File: config.mk
export PLATFORM = sky130hd
export DESIGN_NAME = mexp_seq
export DESIGN_NICKNAME = d
export VERILOG_FILES = /design/src/rtl/mexp_pkg.sv /design/src/rtl/mexp_regfile.sv /design/src/rtl/mexp_ctrl.sv /design/src/rtl/mexp_subout.sv /design/src/rtl/mexp_seq.sv
export SDC_FILE = /design/constraint.sdc
export NUM_CORES = 1
export LEC_CHECK = 0
export BUFFER_PORTS_ARGS = -buffer_cell sky130_fd_sc_hd__buf_4
export CAP_MARGIN = 30
export CORE_ASPECT_RATIO = 1.2
export CORE_MARGIN = 2
export CORE_UTILIZATION = 44
export CTS_CLUSTER_SIZE = 12
export DETAILED_ROUTE_END_ITERATION = 6
export GPL_TIMING_DRIVEN = 0
export PLACE_DENSITY = 0.65
export SYNTH_ARGS = -nofsm -noshare
export SYNTH_HDL_FRONTEND = slang
export SYNTH_SLANG_ARGS = --single-unit
export TNS_END_PERCENT = 10
File: constraint.sdc
create_clock -name clk -period 4.2 [get_ports clk]
set_clock_uncertainty 0.15 [all_clocks]
set_input_delay 0.42 -clock clk [delete_from_list [all_inputs] [get_ports clk]]
set_output_delay 0.42 -clock clk [all_outputs]
set_load 0.02 [all_outputs]
File: src/rtl/mexp_pkg.sv
package mexp_pkg;

    // Register file slots; slot numbers are private to the block.
    typedef enum logic [2:0] {
        RF_P   = 3'd0,
        RF_Z   = 3'd1,
        RF_X   = 3'd2,
        RF_R2  = 3'd3,
        RF_ONE = 3'd4,
        RF_N   = 3'd5
    } rf_id_e;

    localparam int RF_NUM = 6;

    typedef enum logic [2:0] {
        ST_IDLE,
        ST_INIT_REQ,
        ST_LOOP_CHK,
        ST_LOOP_REQ,
        ST_FIN_REQ,
        ST_WAIT,
        ST_DRAIN
    } seq_st_e;

    typedef enum logic [1:0] {
        OP_INIT,
        OP_LOOP,
        OP_FIN
    } op_kind_e;

    typedef enum logic [1:0] {
        SO_IDLE,
        SO_SUB,
        SO_SEL,
        SO_EMIT
    } so_st_e;

    typedef struct packed {
        rf_id_e a;
        rf_id_e b;
    } opsel_t;

    function automatic int words_for(input int bits, input int s);
        return (bits + s - 1) / s;
    endfunction

endpackage

File: src/rtl/mexp_regfile.sv
module mexp_regfile
    import mexp_pkg::*;
#(
    parameter int K   = 16,
    parameter int W   = K + 3,
    parameter int NRD = 4
) (
    input  logic         clk,
    input  logic         rst,
    input  logic         load,
    input  logic [K-1:0] x_in,
    input  logic [K-1:0] n_in,
    input  logic [K-1:0] r2_in,
    input  logic         wr_p,
    input  logic [W-1:0] p_d,
    input  logic         wr_z,
    input  logic [W-1:0] z_d,
    input  rf_id_e       rsel  [NRD],
    output logic [W-1:0] rdata [NRD],
    output logic [W-1:0] p_out,
    output logic [W-1:0] n_out
);

    logic [W-1:0] mem [RF_NUM];

    always_ff @(posedge clk) begin
        if (rst) begin
            for (int i = 0; i < RF_NUM; i++) mem[i] <= '0;
        end else begin
            if (load) begin
                mem[RF_X]   <= {{(W-K){1'b0}}, x_in};
                mem[RF_N]   <= {{(W-K){1'b0}}, n_in};
                mem[RF_R2]  <= {{(W-K){1'b0}}, r2_in};
                mem[RF_ONE] <= W'(1);
            end
            if (wr_p) mem[RF_P] <= p_d;
            if (wr_z) mem[RF_Z] <= z_d;
        end
    end

    for (genvar g = 0; g < NRD; g++) begin : g_rd
        assign rdata[g] = (int'(rsel[g]) < RF_NUM) ? mem[rsel[g]] : '0;
    end

    assign p_out = mem[RF_P];
    assign n_out = mem[RF_N];

endmodule

File: src/rtl/mexp_ctrl.sv
module mexp_ctrl
    import mexp_pkg::*;
#(
    parameter int W  = 19,
    parameter int EW = 32,
    parameter int LW = $clog2(EW + 1)
) (
    input  logic          clk,
    input  logic          rst,
    input  logic          start,
    input  logic [EW-1:0] e_in,
    input  logic [LW-1:0] len_in,
    output logic          busy,
    output logic          load,
    output logic          sq_req,
    output logic          mu_req,
    output opsel_t        sq_sel,
    output opsel_t        mu_sel,
    input  logic          sq_done,
    input  logic [W-1:0]  sq_res,
    input  logic          mu_done,
    input  logic [W-1:0]  mu_res,
    output logic          wr_p,
    output logic [W-1:0]  p_d,
    output logic          wr_z,
    output logic [W-1:0]  z_d,
    output logic          sub_go,
    input  logic          sub_fin
);

    seq_st_e       state_q;
    op_kind_e      kind_q;
    logic [EW-1:0] e_q;
    logic [LW-1:0] len_q, cnt_q;
    logic          need_sq_q, need_mu_q, got_sq_q, got_mu_q;
    logic [W-1:0]  stg_z_q, stg_p_q;
    logic          sub_go_q;
    logic          sq_ok, mu_ok, all_ok;

    // Operand routing per slot kind
    always_comb begin
        unique case (kind_q)
            OP_INIT: begin
                sq_sel = '{a: RF_X, b: RF_R2};
                mu_sel = '{a: RF_ONE, b: RF_R2};
            end
            OP_LOOP: begin
                sq_sel = '{a: RF_Z, b: RF_Z};
                mu_sel = '{a: RF_P, b: RF_Z};
            end
            default: begin
                sq_sel = '{a: RF_Z, b: RF_Z};
                mu_sel = '{a: RF_P, b: RF_ONE};
            end
        endcase
    end

    always_comb begin
        load   = 1'b0;
        sq_req = 1'b0;
        mu_req = 1'b0;
        wr_p   = 1'b0;
        wr_z   = 1'b0;
        z_d    = got_sq_q ? stg_z_q : sq_res;
        p_d    = got_mu_q ? stg_p_q : mu_res;
        sq_ok  = !need_sq_q || got_sq_q || sq_done;
        mu_ok  = !need_mu_q || got_mu_q || mu_done;
        all_ok = sq_ok && mu_ok;
        unique case (state_q)
            ST_IDLE:     load = start;
            ST_INIT_REQ: begin sq_req = 1'b1; mu_req = 1'b1; end
            ST_LOOP_REQ: begin sq_req = 1'b1; mu_req = e_q[0]; end
            ST_FIN_REQ:  mu_req = 1'b1;
            ST_WAIT: if (all_ok) begin
                wr_z = need_sq_q;
                wr_p = need_mu_q;
            end
            default: ;
        endcase
    end

    always_ff @(posedge clk) begin
        if (rst) begin
            state_q   <= ST_IDLE;
            kind_q    <= OP_INIT;
            e_q       <= '0;
            len_q     <= '0;
            cnt_q     <= '0;
            need_sq_q <= 1'b0;
            need_mu_q <= 1'b0;
            got_sq_q  <= 1'b0;
            got_mu_q  <= 1'b0;
            stg_z_q   <= '0;
            stg_p_q   <= '0;
            sub_go_q  <= 1'b0;
        end else begin
            sub_go_q <= 1'b0;
            unique case (state_q)
                ST_IDLE: if (start) begin
                    e_q     <= e_in;
                    len_q   <= len_in;
                    cnt_q   <= '0;
                    kind_q  <= OP_INIT;
                    state_q <= ST_INIT_REQ;
                end
                ST_INIT_REQ: begin
                    need_sq_q <= 1'b1;
                    need_mu_q <= 1'b1;
                    got_sq_q  <= 1'b0;
                    got_mu_q  <= 1'b0;
                    state_q   <= ST_WAIT;
                end
                ST_LOOP_CHK: begin
                    if (cnt_q == len_q) begin
                        kind_q  <= OP_FIN;
                        state_q <= ST_FIN_REQ;
                    end else begin
                        kind_q  <= OP_LOOP;
                        state_q <= ST_LOOP_REQ;
                    end
                end
                ST_LOOP_REQ: begin
                    need_sq_q <= 1'b1;
                    need_mu_q <= e_q[0];
                    got_sq_q  <= 1'b0;
                    got_mu_q  <= 1'b0;
                    state_q   <= ST_WAIT;
                end
                ST_FIN_REQ: begin
                    need_sq_q <= 1'b0;
                    need_mu_q <= 1'b1;
                    got_sq_q  <= 1'b0;
                    got_mu_q  <= 1'b0;
                    state_q   <= ST_WAIT;
                end
                ST_WAIT: begin
                    if (sq_done) begin got_sq_q <= 1'b1; stg_z_q <= sq_res; end
                    if (mu_done) begin got_mu_q <= 1'b1; stg_p_q <= mu_res; end
                    if (all_ok) begin
                        if (kind_q == OP_FIN) begin
                            sub_go_q <= 1'b1;
                            state_q  <= ST_DRAIN;
                        end else begin
                            if (kind_q == OP_LOOP) begin
                                e_q   <= e_q >> 1;
                                cnt_q <= cnt_q + 1'b1;
                            end
                            state_q <= ST_LOOP_CHK;
                        end
                    end
                end
                ST_DRAIN: if (sub_fin) state_q <= ST_IDLE;
                default: state_q <= ST_IDLE;
            endcase
        end
    end

    assign busy   = (state_q != ST_IDLE);
    assign sub_go = sub_go_q;

    // the iteration count never passes the requested length
    a_r5_cnt_bound: assert property (@(posedge clk) disable iff (rst)
        cnt_q <= len_q)
        else $error("R5: iteration count beyond exponent length");

    // a start seen while running never restarts the initial slot
    a_r1_start_ignored: assert property (@(posedge clk) disable iff (rst)
        (state_q != ST_IDLE) |=> (state_q != ST_INIT_REQ))
        else $error("R1: computation restarted while busy");

endmodule

File: src/rtl/mexp_subout.sv
module mexp_subout
    import mexp_pkg::*;
#(
    parameter int W = 19,
    parameter int S = 4,
    parameter int M = words_for(W, S)
) (
    input  logic         clk,
    input  logic         rst,
    input  logic         go,
    input  logic [W-1:0] p_val,
    input  logic [W-1:0] n_val,
    output logic         res_valid,
    output logic [S-1:0] res_word,
    output logic         res_last,
    output logic         fin
);

    localparam int WP = M * S;
    localparam int IW = $clog2(M + 1);

    so_st_e          st_q;
    logic [IW-1:0]   idx_q;
    logic            brw_q;
    logic            keep_diff_q;
    logic [WP-1:0]   diff_q;
    logic [WP-1:0]   p_ext, n_ext;
    logic [S-1:0]    p_w, n_w, d_w;
    logic [S:0]      dif;
    logic            at_end;

    assign p_ext  = WP'(p_val);
    assign n_ext  = WP'(n_val);
    assign p_w    = p_ext[idx_q*S +: S];
    assign n_w    = n_ext[idx_q*S +: S];
    assign d_w    = diff_q[idx_q*S +: S];
    assign dif    = {1'b0, p_w} - {1'b0, n_w} - {{S{1'b0}}, brw_q};
    assign at_end = (idx_q == IW'(M - 1));

    always_ff @(posedge clk) begin
        if (rst) begin
            st_q        <= SO_IDLE;
            idx_q       <= '0;
            brw_q       <= 1'b0;
            keep_diff_q <= 1'b0;
            diff_q      <= '0;
        end else begin
            unique case (st_q)
                SO_IDLE: if (go) begin
                    st_q  <= SO_SUB;
                    idx_q <= '0;
                    brw_q <= 1'b0;
                end
                SO_SUB: begin
                    diff_q[idx_q*S +: S] <= dif[S-1:0];
                    brw_q                <= dif[S];
                    if (at_end) begin
                        idx_q <= '0;
                        st_q  <= SO_SEL;
                    end else begin
                        idx_q <= idx_q + 1'b1;
                    end
                end
                SO_SEL: begin
                    keep_diff_q <= !brw_q;
                    st_q        <= SO_EMIT;
                end
                SO_EMIT: begin
                    if (at_end) begin
                        idx_q <= '0;
                        st_q  <= SO_IDLE;
                    end else begin
                        idx_q <= idx_q + 1'b1;
                    end
                end
                default: st_q <= SO_IDLE;
            endcase
        end
    end

    assign res_valid = (st_q == SO_EMIT);
    assign res_word  = !res_valid ? '0 : (keep_diff_q ? d_w : p_w);
    assign res_last  = res_valid && at_end;
    assign fin       = res_last;

    // the burst closes after its final word
    a_r8_last_closes: assert property (@(posedge clk) disable iff (rst)
        res_last |=> !res_valid)
        else $error("R8: valid stayed high after the last word");

endmodule

File: src/rtl/mexp_seq.sv
module mexp_seq
    import mexp_pkg::*;
#(
    parameter  int K  = 16,
    parameter  int S  = 4,
    parameter  int EW = 32,
    localparam int W  = K + 3,
    localparam int M  = words_for(K + 3, S),
    localparam int LW = $clog2(EW + 1)
) (
    input  logic          clk,
    input  logic          rst,
    input  logic          start,
    input  logic [K-1:0]  x_in,
    input  logic [K-1:0]  n_in,
    input  logic [K-1:0]  r2_in,
    input  logic [EW-1:0] e_in,
    input  logic [LW-1:0] e_len,
    output logic          busy,
    output logic          sq_req,
    output logic [W-1:0]  sq_opa,
    output logic [W-1:0]  sq_opb,
    input  logic          sq_done,
    input  logic [W-1:0]  sq_res,
    output logic          mu_req,
    output logic [W-1:0]  mu_opa,
    output logic [W-1:0]  mu_opb,
    input  logic          mu_done,
    input  logic [W-1:0]  mu_res,
    output logic          res_valid,
    output logic [S-1:0]  res_word,
    output logic          res_last
);

    logic         load, wr_p, wr_z, sub_go, sub_fin;
    logic [W-1:0] p_d, z_d, p_val, n_val;
    opsel_t       sq_sel, mu_sel;
    rf_id_e       rd_sel [4];
    logic [W-1:0] rd_dat [4];

    mexp_ctrl #(.W(W), .EW(EW), .LW(LW)) ctrl_i (
        .clk(clk), .rst(rst), .start(start), .e_in(e_in), .len_in(e_len),
        .busy(busy), .load(load), .sq_req(sq_req), .mu_req(mu_req),
        .sq_sel(sq_sel), .mu_sel(mu_sel),
        .sq_done(sq_done), .sq_res(sq_res), .mu_done(mu_done), .mu_res(mu_res),
        .wr_p(wr_p), .p_d(p_d), .wr_z(wr_z), .z_d(z_d),
        .sub_go(sub_go), .sub_fin(sub_fin)
    );

    assign rd_sel[0] = sq_sel.a;
    assign rd_sel[1] = sq_sel.b;
    assign rd_sel[2] = mu_sel.a;
    assign rd_sel[3] = mu_sel.b;

    mexp_regfile #(.K(K), .W(W), .NRD(4)) rf_i (
        .clk(clk), .rst(rst), .load(load),
        .x_in(x_in), .n_in(n_in), .r2_in(r2_in),
        .wr_p(wr_p), .p_d(p_d), .wr_z(wr_z), .z_d(z_d),
        .rsel(rd_sel), .rdata(rd_dat), .p_out(p_val), .n_out(n_val)
    );

    assign sq_opa = rd_dat[0];
    assign sq_opb = rd_dat[1];
    assign mu_opa = rd_dat[2];
    assign mu_opb = rd_dat[3];

    mexp_subout #(.W(W), .S(S), .M(M)) sub_i (
        .clk(clk), .rst(rst), .go(sub_go), .p_val(p_val), .n_val(n_val),
        .res_valid(res_valid), .res_word(res_word), .res_last(res_last),
        .fin(sub_fin)
    );

    // Outstanding-request tracking for the handshake properties
    logic sq_out, mu_out;
    always_ff @(posedge clk) begin
        if (rst) begin
            sq_out <= 1'b0;
            mu_out <= 1'b0;
        end else begin
            if (sq_req) sq_out <= 1'b1; else if (sq_done) sq_out <= 1'b0;
            if (mu_req) mu_out <= 1'b1; else if (mu_done) mu_out <= 1'b0;
        end
    end

    // no second request to a unit that has not answered
    a_r4_sq_single: assert property (@(posedge clk) disable iff (rst)
        sq_req |-> !sq_out)
        else $error("R4: square unit re-requested");
    a_r4_mu_single: assert property (@(posedge clk) disable iff (rst)
        mu_req |-> !mu_out)
        else $error("R4: multiply unit re-requested");

    // operands held while a unit is working
    a_r4_sq_hold: assert property (@(posedge clk) disable iff (rst)
        (sq_req || (sq_out && !sq_done)) |=> ($stable(sq_opa) && $stable(sq_opb)))
        else $error("R4: square operands moved while outstanding");
    a_r4_mu_hold: assert property (@(posedge clk) disable iff (rst)
        (mu_req || (mu_out && !mu_done)) |=> ($stable(mu_opa) && $stable(mu_opb)))
        else $error("R4: multiply operands moved while outstanding");

endmodule

; ---- Word level (Yosys, flattened, before mapping)
; Memory sizes are Yosys's and may differ from the RTL's.
; Cells that the tools add are included.
[word_totals]
input_bits = 129
ramBits = 114
ff_bits = 119
n_memories = 1
[op_classes]
reduce_logical = 36
n_bitwise = 8
mux = 70
shifts = 5
n_lt_le_gt_ge = 4
n_addsub = 5
eq_ne = 23
[memory_table]
columns = memory, depth, width, read_ports, rd_ports_with_merged_regs, wr, line
row1 = rf_i.mem, 6, 19, 6, 0, 6, mexp_regfile.sv:24  ; logic [W-1:0] mem [RF_NUM];
[op_table]
columns = cell, count
row1 = two-way mux 19 bit, 12
row2 = two-way mux 32 bit, 4
row3 = one-hot mux 32 bit (2 select lines), 1
row4 = indexed part select 20 x 6 -> 4 bit, 3
row5 = negation 5 -> 34 bit, 1
row6 = variable shift 4 x 34 -> 20 bit (first input constant), 1
row7 = indexed part select 4 x 34 -> 20 bit, 1
row8 = two-way mux 6 bit, 4
row9 = one-hot mux 6 bit (2 select lines), 2
row10 = two-way mux 1 bit, 21
row11 = two-way mux 3 bit, 7
row12 = bitwise mux 20 bit, 1
row13 = AND reduction 2 bit, 8
row14 = one-hot mux 3 bit (5 select lines), 1
row15 = inequality test 2 bit (second input constant), 7
row16 = nonzero test 2 bit, 7
row17 = == test 3 bit (second input constant), 4
row18 = one-hot mux 1 bit (2 select lines), 6
row19 = two-way mux 2 bit, 5
row20 = less-than comparator 3 bit (second input constant), 3
row21 = two-way mux 4 bit, 2
row22 = one-hot mux 2 bit (4 select lines), 1
row23 = adder 6 x 1 -> 6 bit (second input constant), 1
row24 = == test 2 bit (second input constant), 3
row25 = 24 further kinds, 45

; ---- Logic depth before layout (Yosys ltp)
; Gate-level depths: netlist of the first run.
[logic_depth]
ltp_word = 10
depth_mapped = 14

; ---- Modules after synthesis
; A second synthesis of the first run with hierarchy kept.
[unflattened]
hier_cells = 1413
hier_area_um2 = 12817.3
[modules_own_cells]
columns = mod, area_per_inst_um2, cells_per_inst, instances
row1 = mexp_regfile, 6318.6, 631, 1
row2 = mexp_ctrl, 4524.3, 548, 1
row3 = mexp_subout, 1974.4, 234, 1

; ---- Least setup slack after synthesis of the first run
; OpenSTA, ideal clock, no wires.
[synth_path]
path_kind = flip-flop to flip-flop
from = reg sub_i.idx_q[0]
to = reg sub_i.diff_q[11]
setup_ps = 87
slack_ps = 923
path_stages_with_launch = 13
arrival_time_ps = 3040
synth_period_minus_slack_ps = 3277
cell_sequence = dfxtp_1 buf_2 buf_2 mux4_2 and2_1 fa_1 inv_1 ha_1 nor2b_1 a32oi_1 o311ai_0 xnor2_1 o31ai_1
[synth_between]
elab_chain_cells = 5
[synth_lines]
columns = item, line
row1 = from (decl), mexp_subout.sv:23  ; logic [IW-1:0] idx_q;
row2 = from (signal assigned), mexp_subout.sv:61  ; idx_q <= idx_q + 1'b1;
row3 = from (signal assigned), mexp_subout.sv:73  ; idx_q <= idx_q + 1'b1;
row4 = indexed part select 20 x 6 -> 4 bit (on tied branches), "mexp_subout.sv:34, mexp_subout.sv:35"
row5 = subtractor 4 x 4 -> 5 bit, mexp_subout.sv:37  ; assign dif = {1'b0, p_w} - {1'b0, n_w} - {{S{1'b0}}, brw_q};
row6 = subtractor 5 x 1 -> 5 bit, mexp_subout.sv:37
row7 = indexed part select 4 x 34 -> 20 bit, mexp_subout.sv:55  ; diff_q[idx_q*S +: S] <= dif[S-1:0];
row8 = bitwise mux 20 bit *, mexp_subout.sv:55
row9 = "to (signal, indexed assignment)", mexp_subout.sv:55
row10 = to (decl), mexp_subout.sv:26  ; logic [WP-1:0] diff_q;
; Every way passes the cells marked *; elsewhere a longest branch is shown, timed or not.
; A chain may end at the register's enable or synchronous reset.

; ---- Worst setup path in the final report of the first run
; Same ends and word-level chain as after synthesis.

==> results of run 1 <==
through the flow:
stage               total power, uW  cells  hold slack [ps]  instance area, sq um  setup slack, ps
floorplan                      2990   1087              286                 10200              923
global placement               3370   1578              291                 12100              219
detailed placement             3380   1579              297                 12100              218
CTS                            5190   1624             2.68                 12800              200
global route                   5390   1624             10.7                 12800             84.2
finish                         5160   1624             9.66                 12800              359
layer usage:
metal	up-vias	track usage (%)	part of all wire, %
met4	0	6.37	2.5
li1	4220	-	-
met1	4108	28.8	40
met3	48	6.02	7.2
met5	-	0	0
met2	238	41.6	50
synth_stat cells (all sizes together) (9+ instances only):
library cell	n	share of area [%]
clkbuf	53	2.0
mux4	9	2.0
and2	82	5.1
xor2	9	0.78
mux2i	64	6.3
a21oi	60	3.0
nand2	262	9.7
nor2	133	4.9
inv	14	0.52
ha	16	2.0
dfxtp	120	24
buf	22	1.3
nand3	11	0.54
edfxtp	86	25
a311oi	33	4.1
final cells by class:
type                            instances  area (sq um)
Clock inverter                          6          30.0
Inverter                               14          52.6
Clock buffer                           35           621
Timing Repair Buffer                  217          1650
Multi-Input combinational cell        792          4780
Buffer                                 75           337
Sequential cell                       206          4980
Tap cell                              279           349
Fill cell                            2100          9720
cells by family (layout without fill, tap and decap cells):
| logic type | after synthesis | count (layout) | synth area share [%] |
|---|---|---|---|
| and+or+nand+nor | 538 | 538 | 23.8 |
| DFF | 206 | 206 | 49.1 |
| AOI/OAI and AO/OA | 149 | 149 | 11.4 |
| buffers and inverters | 89 | 347 | 3.81 |
| muxes | 74 | 74 | 8.42 |
| adders and majority gates | 18 | 18 | 2.37 |
| xor gates and xnor gates | 13 | 13 | 1.12 |
worst paths after layout:
path	endpoint	slack, ps	depth (start not counted)
worst min-delay path	ctrl_i.len_q[1]	10	3
worst max register to register	sub_i.diff_q[11]	360	12
worst max-delay path	sub_i.diff_q[11]	360	12
worst min register to register	ctrl_i.stg_p_q[2]	300	2
state kept, by name, summed over array words and instances (netlist names):
| name | count |
|---|---|
| ctrl_i.cnt_q | 6 |
| ctrl_i.e_q | 32 |
| ctrl_i.got_mu_q | 1 |
| ctrl_i.got_sq_q | 1 |
| ctrl_i.kind_q | 2 |
| ctrl_i.len_q | 6 |
| ctrl_i.need_mu_q | 1 |
| ctrl_i.need_sq_q | 1 |
| ctrl_i.state_q | 3 |
| ctrl_i.stg_p_q | 19 |
| ctrl_i.stg_z_q | 19 |
| ctrl_i.sub_go | 1 |
| rf_i.mem | 87 |
| sub_i.brw_q | 1 |
| sub_i.diff_q | 20 |
| sub_i.idx_q | 3 |
| sub_i.keep_diff_q | 1 |
| sub_i.st_q | 2 |
worst min-delay path, delay by kind of cell:
family,cells,cell delay (ps)
buffers and inverters,1,110
AOI/OAI and AO/OA,1,50
and+or+nand+nor,1,50
report_power, final:
group | leakage, uW | internal [uW] | switching [uW]
combinational | 0.00299 | 422 | 595
clock | 0.000315 | 1020 | 800
sequential | 0.00188 | 2250 | 79.0
total | 0.00518 | 3690 | 1470
repair_timing:
| item | in CTS | in global routing |
|---|---|---|
| setup buffers | 0 | 0 |
| endpoints found under the setup margin | 0 | 3 |
| hold buffers | 4 | 0 |
| endpoints found under the hold margin | 4 | 0 |
| gates resized for setup | 0 | 1 |
==> out/metrics.csv, run 1 <==
metric,value,unit
ios,214,
hpwlAfterDp,21600,um
cp-start-kind,flop,
grt_pass1_wl,45100,um
core-area,22500,sq um
slowest_delay,570,ps
finalWirelength,28900,um
p_leak,0.00518,uW
clock_latency,510,ps
drive_above_1_share,22.2,%
viasPerCell,5.30,
clock_sinks,206,
critPathKind,reg -> reg,
final_common_cell,nand2_1,
critPathSlowestCell,mux4_2,
cap_violations,0,
rsz0062_at_grt,false,
critPathMaxFanout,10,
path_cells,"buf_2, buf_2, mux4_2, and2_1, fa_1, inv_1, ha_1, nor2b_1, a32oi_1, o311ai_0, xnor2_1, o31ai_1",
syn_nets,1234,
finalCritPeriodShare,91.5,%
die_h,170,um
drt_iter0_drc,451,
clk_pin_slew,60,ps
setup_viol,0,
power.density,403,nW/um^2
critPathArrivalTime,4070,ps
start_util,45.1,%
grt_pass1_vias,8429,
hold_viol_final,0,
r2r_start,sub_i.idx_q[0],
ys_types,60,
synth_edf_count,86,
finalSetupTns,0,ps
hold_class,in -> reg,
io_buffers,212,
max-clock-path-buffers,3,
num_rows,60,
drc,0,
critPathLaunch,sub_i.idx_q[0],
outcome,"complete, no violations",
ys_ff_latch,206,
synth_cells,1087,
dr.pass1.iters,7,
irDropWorstVdd,0.000266,V
tightest_slew,901,ps
htree_levels,1,
numCtsBuffers,23,
cts_tree,done,
most-common-layout-cells,"nand2_1 (260), buf_4 (216), nor2_1 (133)",
hold_start,e_len[1],
synth_area,10200,sq um
dr_total_vias,8614,
ant_nets,0,
area_growth,26.1,%
synth_ff_type,dfxtp_1,
cp-end-kind,flop,
synth.avg_cell_area,9.34,sq um
cts_root_buffer,clkbuf_16,
grt_use_total,23.7,%
num_antenna_cells,0,
critical_path_buf_inv_count,3,
antenna_found_initial,0,
crit_family,buffers and inverters,
critPathMostFrequentCell,buf_2,
grt_max_degree,36,
yosysSeqAreaShare,49.1,%
die-area,24300,sq um
avgRoutedWirePerCell,17.8,um
final_core_util,56.9,%
routabilityCongestion,0.869,
slew_viol_final,0,
crit_required,4430,ps
async_flop_share,0,%
min_period,3840,ps
fin_nets,1476,
ys.warnings.count,0,
grt_overflow,0,
maxSlewHeadroom,39.8,%
die_x,143,um
max_freq,260,MHz
Power figures use the tool's default switching activity.
==> inputs of run 2 (changes only) <==
--- a/config.mk
+++ b/config.mk
@@ -9,11 +9,12 @@
 export CAP_MARGIN = 30
 export CORE_ASPECT_RATIO = 1.2
 export CORE_MARGIN = 2
-export CORE_UTILIZATION = 44
+export CORE_UTILIZATION = 45
 export CTS_CLUSTER_SIZE = 12
 export DETAILED_ROUTE_END_ITERATION = 6
 export GPL_TIMING_DRIVEN = 0
-export PLACE_DENSITY = 0.65
+export PLACE_DENSITY = 0.68
+export REMOVE_ABC_BUFFERS = 1
 export SYNTH_ARGS = -nofsm -noshare
 export SYNTH_HDL_FRONTEND = slang
 export SYNTH_SLANG_ARGS = --single-unit
==> constraint.sdc (replaced) <==
create_clock -name clk -period 3.3 [get_ports clk]
set_clock_uncertainty 0.15 [all_clocks]
set_input_delay 0.33 -clock clk [delete_from_list [all_inputs] [get_ports clk]]
set_output_delay 0.33 -clock clk [all_outputs]
set_load 0.02 [all_outputs]
==> run 2 against run 1 <==
Largest cell class unchanged. Cell count up 4.1%. Combinational power up 34%. Hold slack about the same. Worst setup slack worse by 200 ps. Sequential share of layout area down 3.6 points. Wire length down 4.5%. Power up 32%. Fmax up 22%. First-iteration DRC count up 13%.
==> out/metrics.csv, run 2 (same netlist as run 1, synthesis figures left out) <==
metric,value,unit
crit_required,3570,ps
grt_pass1_vias,8431,
num_rows,60,
grt_max_degree,102,
dr_total_vias,8913,
slew_viol_final,0,
start_util,45.5,%
core-area,22300,sq um
routabilityCongestion,0.838,
fin_nets,1538,
cp-start-kind,flop,
postPlaceCellArea,12100,sq um
setup_viol,0,
critPathKind,reg -> reg,
rrSetupSlack,160,ps
die_x,141,um
p_leak,0.00571,uW
hold_class,in -> reg,
numCtsBuffers,23,
max_freq,318,MHz
tightest_slew,821,ps
regMostFlops,rf_i.mem,
area_growth,39.0,%
maxSlewHeadroom,45.3,%
critPathArrivalTime,3410,ps
ios,214,
post-place-ws,-293,ps
viasPerCell,5.27,
grt_pass1_wl,42700,um
clock_latency,520,ps
htree_levels,1,
finalWirelength,27600,um
drt_iter0_drc,510,
die-area,23800,sq um
hold_viol_final,0,
cts_tree,done,
num-fill-cells,1805,
critPathSlowestCell,dfxtp_4,
largest_reg_flops,87,
slowest_delay,410,ps
holdWs,9.88,ps
cp-end-kind,flop,
place_inst,1515,
outcome,"complete, no violations",
final_core_util,63.3,%
dr.pass1.iters,5,
grt_use_total,22.2,%
avgRoutedWirePerCell,16.3,um
hpwlAfterDp,17900,um
crit_family,compound AO/OA/AOI/OAI gates,
cts_root_buffer,clkbuf_16,
die_h,169,um
min_period,3140,ps
final_common_cell,nand2_1,
clock_sinks,206,
clk_pin_slew,60,ps
antenna_found_initial,2,
critPathMaxFanout,21,
irDropWorstVdd,0.000430,V
most-common-layout-cells,"nand2_1 (260), buf_4 (218), nor2_1 (131)",
io_buffers,213,
setup_slack,156,ps
path_cells,"buf_16, nor2b_4, a21oi_1, o22a_1, fa_1, inv_1, ha_1, nor2b_1, a32oi_2, o311ai_1, xnor2_1, buf_4, o31ai_2",
grt_overflow,0,
rsz0062_at_grt,false,
finalCritPeriodShare,95.3,%
power.density,481,nW/um^2
stdcell_count,1690,
drc,0,
finalInstanceArea,14100,sq um
reg_top3,"rf_i.mem (87), ctrl_i.e_q (32), sub_i.diff_q (20)",
critical_path_buf_inv_count,3,
cap_violations,0,
drive_above_1_share,22.4,%
max-clock-path-buffers,3,
ant_nets,0,
==> run 2: worst register-to-register path, cell delays in order, from the launching register on <==
cell	delay, ps
dfxtp_4	410
buf_16	180
nor2b_4	230
a21oi_1	90
o22a_1	250
fa_1	370
inv_1	90
ha_1	290
nor2b_1	170
a32oi_2	170
o311ai_1	150
xnor2_1	170
buf_4	160
o31ai_2	200
==> run 2: metal layers <==
| metal | vias up | routed length (um) | track usage (%) |
|---|---|---|---|
| met1 | 4285 | 11000 | 26.4 |
| met3 | 51 | 1200 | 3.28 |
| li1 | 4338 | - | - |
| met4 | 0 | 762 | 6.96 |
| met2 | 239 | 14700 | 41.1 |
| met5 | - | 0 | 0 |
==> run 2: cell type report <==
cell class                 instances  area (sq um)  area share [%]
tap                              279           349            2.47
multi-input combinational        792          4820            34.2
antenna                            3          7.51          0.0532
inverter                          14          56.3           0.399
clock inverter                     8          40.0           0.284
sequential                       206          4990            35.4
timing repair buffer             354          3170            22.5
clock buffer                      34           678            4.80
==> run 2: through the flow <==
stage,power [uW],setup TNS (ps)
5_1_grt,7080,0
2_1_floorplan,3740,-7460
6_report,6790,0
4_1_cts,6840,0
3_5_place_dp,4270,-846
3_3_place_gp,4210,-139060
==> run 2: where the power goes <==
part | switching [uW] | internal (uW)
clock | 1010 | 1420
combinational | 741 | 633
sequential | 124 | 2860
total | 1880 | 4910
==> run 2: final timing paths <==
check	from	end	cells after the start
worst max register to register	sub_i.idx_q[0]	sub_i.diff_q[11]	13
worst min-delay path	e_in[7]	ctrl_i.e_q[7]	3
worst max-delay path	sub_i.idx_q[0]	sub_i.diff_q[11]	13
worst min register to register	ctrl_i.stg_z_q[1]	ctrl_i.stg_z_q[1]	2
==> run 2: timing repair <==
| action | 4_1_cts | 5_1_grt |
|---|---|---|
| resized for setup | 6 | 7 |
| buffers inserted | 1 | 5 |
| hold buffers | 122 | 1 |
| hold endpoints to repair | 141 | 1 |
| endpoints found under the setup margin | 8 | 24 |
| pin swaps | 1 | 1 |
